--- config.mk ---
export PLATFORM = sky130hd
export DESIGN_NAME = dbuf_uart_tx
export DESIGN_NICKNAME = d
export VERILOG_FILES = /design/src/rtl/dbuf_uart_tx_pkg.sv /design/src/rtl/dbuf_uart_tx_baud.sv /design/src/rtl/dbuf_uart_tx_hold.sv /design/src/rtl/dbuf_uart_tx_shift.sv /design/src/rtl/dbuf_uart_tx.sv
export SDC_FILE = /design/constraint.sdc
export NUM_CORES = 1
export LEC_CHECK = 0
export BUFFER_PORTS_ARGS = -buffer_cell sky130_fd_sc_hd__buf_2
export CORE_ASPECT_RATIO = 0.6
export CORE_MARGIN = 3
export CORE_UTILIZATION = 55
export CTS_CLUSTER_SIZE = 40
export DETAILED_ROUTE_END_ITERATION = 10
export HOLD_SLACK_MARGIN = 0.08
export PLACE_DENSITY_LB_ADDON = 0.3
export SETUP_SLACK_MARGIN = 0.2
export SLEW_MARGIN = 0
export SYNTH_ARGS = -nofsm -noshare
export SYNTH_HDL_FRONTEND = slang
export SYNTH_SLANG_ARGS = --single-unit
--- constraint.sdc ---
create_clock -name clk -period 2.2 [get_ports clk]
set_input_delay 0.33 -clock clk [delete_from_list [all_inputs] [get_ports clk]]
set_output_delay 0.33 -clock clk [all_outputs]
set_load 0.005 [all_outputs]
--- src/rtl/dbuf_uart_tx_pkg.sv ---
package dbuf_uart_tx_pkg;

  // number of bit slots in one frame: start + data + optional ninth + stop
  function automatic int unsigned frame_bits(input int unsigned data_w, input logic nine);
    return data_w + 32'd2 + (nine ? 32'd1 : 32'd0);
  endfunction

  // ticks making up one bit time
  function automatic int unsigned tick_span(input int unsigned fast_ovs,
                                            input int unsigned slow_ovs,
                                            input logic fast);
    return fast ? fast_ovs : slow_ovs;
  endfunction

  // clocks per bit for a given divisor
  function automatic int unsigned bit_clocks(input int unsigned div,
                                             input int unsigned ovs);
    return (div + 32'd1) * ovs;
  endfunction

endpackage

--- src/rtl/dbuf_uart_tx_baud.sv ---
module dbuf_uart_tx_baud #(
  parameter int unsigned DIV_W = 8
) (
  input  logic             clk,
  input  logic             rst_n,
  input  logic             run,
  input  logic [DIV_W-1:0] div,
  output logic             tick
);
  logic [DIV_W-1:0] cnt_q;

  // held at the reload value while idle so a frame starts on a fresh period
  always_ff @(posedge clk) begin
    if (!rst_n)                cnt_q <= '0;
    else if (!run)             cnt_q <= div;
    else if (cnt_q == '0)      cnt_q <= div;
    else                       cnt_q <= cnt_q - 1'b1;
  end

  assign tick = run && (cnt_q == '0);
endmodule

--- src/rtl/dbuf_uart_tx_hold.sv ---
module dbuf_uart_tx_hold #(
  parameter int unsigned DATA_W = 8
) (
  input  logic              clk,
  input  logic              rst_n,
  input  logic              en,
  input  logic              wr,
  input  logic [DATA_W-1:0] wr_data,
  input  logic              wr_bit9,
  input  logic              take,
  output logic              full,
  output logic [DATA_W-1:0] data,
  output logic              bit9
);
  always_ff @(posedge clk) begin
    if (!rst_n) begin
      full <= 1'b0;
      data <= '0;
      bit9 <= 1'b0;
    end else if (!en) begin
      full <= 1'b0;
    end else if (wr) begin
      // a write in the same cycle as a handover refills the register
      full <= 1'b1;
      data <= wr_data;
      bit9 <= wr_bit9;
    end else if (take) begin
      full <= 1'b0;
    end
  end
endmodule

--- src/rtl/dbuf_uart_tx_shift.sv ---
module dbuf_uart_tx_shift
  import dbuf_uart_tx_pkg::*;
#(
  parameter int unsigned DATA_W   = 8,
  parameter int unsigned FAST_OVS = 16,
  parameter int unsigned SLOW_OVS = 64
) (
  input  logic              clk,
  input  logic              rst_n,
  input  logic              en,
  input  logic              start,
  input  logic [DATA_W-1:0] ld_data,
  input  logic              ld_bit9,
  input  logic              nine,
  input  logic              fast,
  input  logic              tick,
  output logic              line,
  output logic              busy,
  output logic              bit_done
);
  localparam int unsigned SH_W  = DATA_W + 3;
  localparam int unsigned SUB_W = $clog2(SLOW_OVS);
  localparam int unsigned IDX_W = $clog2(DATA_W + 4);

  logic [SH_W-1:0]  sh_q;
  logic [SUB_W-1:0] sub_q;
  logic [IDX_W-1:0] idx_q;
  logic [SUB_W-1:0] sub_last;
  logic [IDX_W-1:0] idx_last;
  logic             slot9;

  assign sub_last = SUB_W'(tick_span(FAST_OVS, SLOW_OVS, fast) - 1);
  assign idx_last = IDX_W'(frame_bits(DATA_W, nine) - 1);
  assign slot9    = nine ? ld_bit9 : 1'b1;
  assign bit_done = busy && tick && (sub_q == sub_last);

  always_ff @(posedge clk) begin
    if (!rst_n || !en) begin
      busy  <= 1'b0;
      sh_q  <= '1;
      sub_q <= '0;
      idx_q <= '0;
    end else if (start) begin
      busy  <= 1'b1;
      sh_q  <= {1'b1, slot9, ld_data, 1'b0};
      sub_q <= '0;
      idx_q <= '0;
    end else if (busy && tick) begin
      if (sub_q == sub_last) begin
        sub_q <= '0;
        sh_q  <= {1'b1, sh_q[SH_W-1:1]};
        if (idx_q == idx_last) begin
          busy  <= 1'b0;
          idx_q <= '0;
        end else begin
          idx_q <= idx_q + 1'b1;
        end
      end else begin
        sub_q <= sub_q + 1'b1;
      end
    end
  end

  assign line = busy ? sh_q[0] : 1'b1;
endmodule

--- src/rtl/dbuf_uart_tx.sv ---
module dbuf_uart_tx
  import dbuf_uart_tx_pkg::*;
#(
  parameter int unsigned DATA_W   = 8,
  parameter int unsigned DIV_W    = 8,
  parameter int unsigned FAST_OVS = 16,
  parameter int unsigned SLOW_OVS = 64
) (
  input  logic              clk,
  input  logic              rst_n,
  input  logic              wr_stb,
  input  logic [DATA_W-1:0] wr_data,
  input  logic              wr_bit9,
  input  logic              port_en,
  input  logic              tx_en,
  input  logic              nine_bit,
  input  logic              fast_tick,
  input  logic [DIV_W-1:0]  baud_div,
  input  logic              irq_en,
  output logic              ser_out,
  output logic              buf_empty,
  output logic              irq,
  output logic              shift_empty
);
  logic              hold_full;
  logic [DATA_W-1:0] hold_data;
  logic              hold_bit9;
  logic              shift_busy;
  logic              baud_tick;
  logic              bit_done;
  logic              load_evt;
  logic              tx_line;

  // named internal event: holding register handed to the shifter
  assign load_evt = tx_en && hold_full && !shift_busy;

  dbuf_uart_tx_hold #(.DATA_W(DATA_W)) hold_i (
    .clk(clk), .rst_n(rst_n), .en(tx_en), .wr(wr_stb),
    .wr_data(wr_data), .wr_bit9(wr_bit9), .take(load_evt),
    .full(hold_full), .data(hold_data), .bit9(hold_bit9)
  );

  dbuf_uart_tx_baud #(.DIV_W(DIV_W)) baud_i (
    .clk(clk), .rst_n(rst_n), .run(shift_busy), .div(baud_div), .tick(baud_tick)
  );

  dbuf_uart_tx_shift #(.DATA_W(DATA_W), .FAST_OVS(FAST_OVS), .SLOW_OVS(SLOW_OVS)) shift_i (
    .clk(clk), .rst_n(rst_n), .en(tx_en), .start(load_evt),
    .ld_data(hold_data), .ld_bit9(hold_bit9), .nine(nine_bit), .fast(fast_tick),
    .tick(baud_tick), .line(tx_line), .busy(shift_busy), .bit_done(bit_done)
  );

  assign ser_out     = port_en ? tx_line : 1'b1;
  assign buf_empty   = tx_en && !hold_full;
  assign irq         = buf_empty && irq_en;
  assign shift_empty = !shift_busy;
endmodule

; ---- Yosys cells after proc, flatten, opt, wreduce, memory -nomap -nowiden
; Index checks and enable logic that the tools add are counted.
[classes]
reduce_logical = 22
n_eq_ne = 2
n_mux = 18
add_sub_neg = 6
[ops]
columns = operator, n
row1 = $mux W10, 3
row2 = $mux W8, 2
row3 = $mux W1, 10
row4 = $logic_not A8 Y1, 1
row5 = $reduce_and A2 Y1, 4
row6 = $reduce_bool A2 Y1, 4
row7 = $sub A8 B1 Y8 const B, 1
row8 = $add A6 B1 Y6 const B, 1
row9 = $eq A6 B6 Y1, 1
row10 = $logic_and A1 B1 Y1, 6
row11 = $mux W6, 1
row12 = $sub A6 B1 Y6 const B, 1
row13 = $mux W5, 1
row14 = $add A4 B1 Y4 const B, 1
row15 = $add A4 B4 Y4 const A, 1
row16 = $eq A4 B4 Y1, 1
row17 = $logic_not A1 Y1, 4
row18 = $mux W4, 1
row19 = $sub A4 B1 Y4 const B, 1
row20 = $reduce_and A3 Y1, 1
row21 = $reduce_or A2 Y1, 1
row22 = $logic_or A1 B1 Y1, 1
[word_totals]
word_cells = 56
input_bits = 25
reg_bits = 39
output_inout_bits = 4

; ---- Depth between registers and ports, before layout
[depth]
depth_word = 8
depth_mapped = 7
depth_no_buf = 6

; ---- By module
; A second synthesis with hierarchy kept.
[hier_totals]
hier_cells = 209
area_unflattened_um2 = 1898.1
[by_module_without_submodules]
columns = module, cells_per_inst, area_per_inst_um2, n_inst, seq_area_each_um2
row1 = dbuf_uart_tx_shift, 111, 1013.5, 1, 420.4
row2 = dbuf_uart_tx_baud, 48, 446.7, 1, 160.2
row3 = dbuf_uart_tx_hold, 45, 399.1, 1, 200.2
row4 = dbuf_uart_tx, 5, 38.8, 1, 0.0

; ---- Least setup slack after synthesis
; Ideal clock, no wire load.
[synth_timing]
kind = reg2reg
startpoint = register baud_i.cnt_q[0]
endpoint = register shift_i.idx_q[3]
synth_period_minus_slack_ns = 1.871
setup_slack_ns = 0.329
arrival_time_ns = 1.797
setup_time_ns = 0.074
path_stages_with_launch = 7
required_time_ns = 2.126
path_buffers = 0
path_cell_list = dfxtp_1 > inv_1 > ha_1 > nor4bb_1 > nand2_1 > or4_1 > a31oi_1
[synth_via]
elab_chain_len = 4
[synth_lines]
columns = element, line
row1 = start: declaration, dbuf_uart_tx_baud.sv:10  ; logic [DIV_W-1:0] cnt_q;
row2 = start signal: assignment, dbuf_uart_tx_baud.sv:15  ; else if (!run) cnt_q <= div;
row3 = start signal: assignment, dbuf_uart_tx_baud.sv:16  ; else if (cnt_q == '0) cnt_q <= div;
row4 = start signal: assignment, dbuf_uart_tx_baud.sv:17  ; else cnt_q <= cnt_q - 1'b1;
row5 = $logic_not A8 Y1, dbuf_uart_tx_baud.sv:20  ; assign tick = run && (cnt_q == '0);
row6 = $logic_and A1 B1 Y1, dbuf_uart_tx_baud.sv:20
row7 = $logic_and A1 B1 Y1, n/a
row8 = $reduce_and A2 Y1 (no source line), n/a
row9 = end signal: assignment, dbuf_uart_tx_shift.sv:56  ; idx_q <= idx_q + 1'b1;
row10 = end: declaration, dbuf_uart_tx_shift.sv:27  ; logic [IDX_W-1:0] idx_q;
; No other way between the ends.
; A chain may end at the register's enable or synchronous reset.

; ---- Worst setup path after layout
[layout_timing]
startpoint = register baud_i.cnt_q[2]
endpoint = register baud_i.cnt_q[0]
[layout_via]
elab_chain_len = 3
[layout_lines]
columns = element, line
row1 = $logic_not A8 Y1, dbuf_uart_tx_baud.sv:16
row2 = $mux W8, dbuf_uart_tx_baud.sv:16
row3 = $mux W8, dbuf_uart_tx_baud.sv:15
; No other way between the ends.

==> flow_metrics.py <==
metrics = {
    "worst_setup_path": {
        "crit_slowest_cell": "or4_1",
        "reg2reg_to": "baud_i.cnt_q[0]$_SDFF_PN0_",
        "start_kind": "flop",
        "crit_chain": "or4_1, o41a_4, mux2i_1, nor2_1",
        "end_kind": "flop",
        "critPathRequiredTime_ns": 2.38,
        "worstPathMaxFanout": 14,
        "reg2reg_depth": 4,
        "reg2reg_from": "baud_i.cnt_q[2]$_SDFF_PN0_",
        "critPathKind": "reg2reg",
        "critPathTopFamily": "simple AND/OR/NAND/NOR gates",
        "path_buf_inv": 0,
        "crit_arrival_ns": 2.14,
        "critical-path-max-stage-delay_ns": 0.70,
        "reg2reg_slack_ns": 0.24,
    },
    "synth": {
        "netlist_area_um2": 1880,
        "ys_warn_count": 0,
        "syn_nets": 249,
        "yosysUniqueCellTypes": 46,
        "synth_edf_count": 0,
        "ys_seq_area_share_pct": 41.5,
        "synth-seq-cells": 39,
        "async_flop_share_pct": 0,
        "synthCells": 220,
        "synth_ff_type": "dfxtp_1",
        "avgSynthCellArea_um2": 8.54,
    },
    "sta": {
        "hold_viol": 0,
        "tns_ns": 0,
        "fin_ws_ns": 0.242,
        "whs_ns": 0.259,
        "rsz0062_at_grt": "true",
        "slew_viol_final": 0,
        "relSlewSlack_pct": 66.4,
        "clock.fmax_ghz": 0.511,
        "worst_pin_slew_ns": 0.501,
        "layout_min_cycle_time_ns": 1.96,
        "setup_viol": 0,
        "final.setup_skew_ns": 0.0112,
        "finalCritPeriodShare_pct": 89.0,
    },
    "worst_hold_path": {
        "hold_path.class": "in2reg",
        "hold_path_end": "hold_i.data[1]$_SDFFE_PN0P_",
        "hold_depth": 3,
        "min_from": "wr_data[1]",
    },
    "drt": {
        "wirelength_mm": 4.60,
        "post_drt_wl_per_cell_um": 15.4,
        "vias": 1712,
        "drt-vias-per-instance": 5.73,
        "first_iter_violations": 68,
        "drt_first_pass_iters": 4,
        "drc": 0,
        "ant_nets": 0,
    },
    "global_routing": {
        "antenna_found_initial": 0,
        "grt_max_degree": 18,
        "track_usage_pct": 25.0,
        "grt_pass1_wl_mm": 7.80,
        "grt_pass1_vias": 1672,
        "grt-ovfl-total": 0,
    },
    "cells_and_area": {
        "layoutNonFillerInstCount": 299,
        "nNetsFinal": 285,
        "nFillCells": 217,
        "seq_area_um2": 781,
        "diodes": 0,
        "multi_input_comb_area_um2": 1100,
        "syn_to_final_growth_pct": 20.1,
        "drive_above_1_share_pct": 23.3,
    },
    "power_and_ir_drop": {
        "total_power_mw": 1.43,
        "p_leak_nw": 0.852,
        "cellPowerDensity_nw_per_um2": 632,
        "ir_drop_mv": 0.415,
    },
    "run_status": {
        "outcome": "finished, final reports clean",
    },
    "clock_network": {
        "ctsHtreeMaxLevel": 2,
        "clk_pin_slew_ns": 0.08,
        "numCtsBuffers": 5,
        "clock_path_buffers": 2,
        "clock_latency_ns": 0.30,
        "tritoncts": "built",
        "cts_sinks": 39,
        "clock-root-buffer": "clkbuf_8",
        "cts_hold_buf": 0,
    },
    "die": {
        "fp.dieW_um": 81.5,
        "die_y_um": 51.3,
        "ioPinCount": 29,
        "die_area_um2": 4180,
        "start_util_pct": 61.4,
        "core_um2": 3060,
        "std_cell_rows": 15,
    },
    "placement": {
        "placedCellCount": 289,
        "gp_congestion": 0.809,
        "portBuffers": 28,
        "dp_hpwl_mm": 3.17,
        "place_ws_ns": 0.0596,
    },
    "run": {
        "drv_cap": 0,
    },
}
[cell usage after synthesis (all sizes together), types with 5 or more instances]
| master | n | area (µm²) |
|---|---|---|
| xnor2 | 7 | 61.3 |
| nand3 | 6 | 30.0 |
| nor3 | 13 | 65.1 |
| inv | 6 | 22.5 |
| dfxtp | 39 | 781 |
| a21oi | 20 | 100 |
| o21ai | 13 | 65.1 |
| clkbuf | 5 | 18.8 |
| nor2 | 18 | 70.1 |
| nand2 | 31 | 116 |
| mux2i | 6 | 60.1 |
[metal layers]
metal	part of all wire, %	GRT usage [%]	wire length, µm	vias to the layer above
met1	49	34.4	2250	790
met5	0	0	0	-
met2	43	36.5	1990	56
met3	5.7	6.34	263	9
li1	-	-	-	857
met4	2.0	11.2	92	0
[cells by family (layout without fill, tap and decap cells)]
family | count (synthesis) | after routing | synth area share, %
AO/OA/AOI/OAI | 47 | 47 | 16.8
XOR/XNOR | 10 | 10 | 4.66
adder cells (fa/ha/maj) | 4 | 4 | 2.66
buffers and inverters | 14 | 51 | 3.26
flip-flops | 39 | 39 | 41.5
multiplexers | 6 | 6 | 3.20
AND/OR/NAND/NOR | 100 | 100 | 27.9
[power breakdown]
group	internal [mW]	switching, mW	leakage [nW]
combinational	0.0680	0.0850	0.486
sequential	0.727	0.0255	0.318
clock	0.256	0.265	0.0474
[layout make-up]
type,instances,share of cell area (%)
clock inverters,2,0.721
clock buffers,6,3.66
repair buffers,36,8.87
multi-input cells,167,48.7
flip-flops and latches,39,34.6
well taps,42,2.33
inverters,7,1.16
[tightest hold or removal path, cell delays in order]
cell     delay [ns]
buf_2          0.09
nand2_1        0.05
a21oi_1        0.05
[worst max-delay path by stage]
stage | startpoint | endpoint | slack [ns] | cells past startpoint
2_1_floorplan | baud_i.cnt_q[0]$_SDFF_PN0_ | shift_i.idx_q[3]$_SDFFE_PP0P_ | 0.33 | 6
3_3_place_gp | baud_i.cnt_q[0]$_SDFF_PN0_ | shift_i.idx_q[2]$_SDFFE_PP0P_ | 0.20 | 7
3_5_place_dp | baud_i.cnt_q[0]$_SDFF_PN0_ | shift_i.idx_q[2]$_SDFFE_PP0P_ | 0.06 | 7
4_1_cts | baud_i.cnt_q[1]$_SDFF_PN0_ | shift_i.idx_q[2]$_SDFFE_PP0P_ | 0.23 | 7
5_1_grt | baud_i.cnt_q[2]$_SDFF_PN0_ | baud_i.cnt_q[4]$_SDFF_PN0_ | 0.19 | 4
6_report | baud_i.cnt_q[2]$_SDFF_PN0_ | baud_i.cnt_q[0]$_SDFF_PN0_ | 0.24 | 4
[per-stage QoR]
stage               util, %  area [µm²]
floorplan                 -        1880
global placement       68.1        2080
detailed placement     68.1        2080
CTS                    72.8        2230
global route           73.8        2260
finish                 73.8        2260
[state kept, by name, indices dropped and copies added, names as in the netlist]
| signal | count |
|---|---|
| baud_i.cnt_q | 8 |
| hold_i.bit9 | 1 |
| hold_i.data | 8 |
| hold_i.full | 1 |
| shift_i.busy | 1 |
| shift_i.idx_q | 4 |
| shift_i.sh_q | 10 |
| shift_i.sub_q | 6 |
[cell usage in the layout (no fill, tap or decap), types with 3 or more instances in the layout]
master	netlist	routed
a211oi_2	4	4
a21oi_1	20	19
and2_1	3	3
and3b_1	3	3
buf_2	1	28
buf_4	0	8
clkbuf_8	0	6
dfxtp_1	39	39
ha_1	4	3
inv_1	6	4
mux2i_1	6	6
nand2_1	31	31
nand3_1	6	6
nor2_1	17	17
nor2b_1	3	3
nor3_1	13	13
nor3b_1	4	4
o21ai_0	4	4
o21ai_1	9	9
or3_1	3	3
or4_1	3	3
xnor2_1	7	7
xor2_1	3	3
[repair_timing]
item / in CTS / in global routing
gates resized for setup: 8 / 3
pin swaps: 2 / 1
endpoints found under the setup margin: 14 / 3
setup buffers: 0 / 2
(Power assumes the default switching activity.)
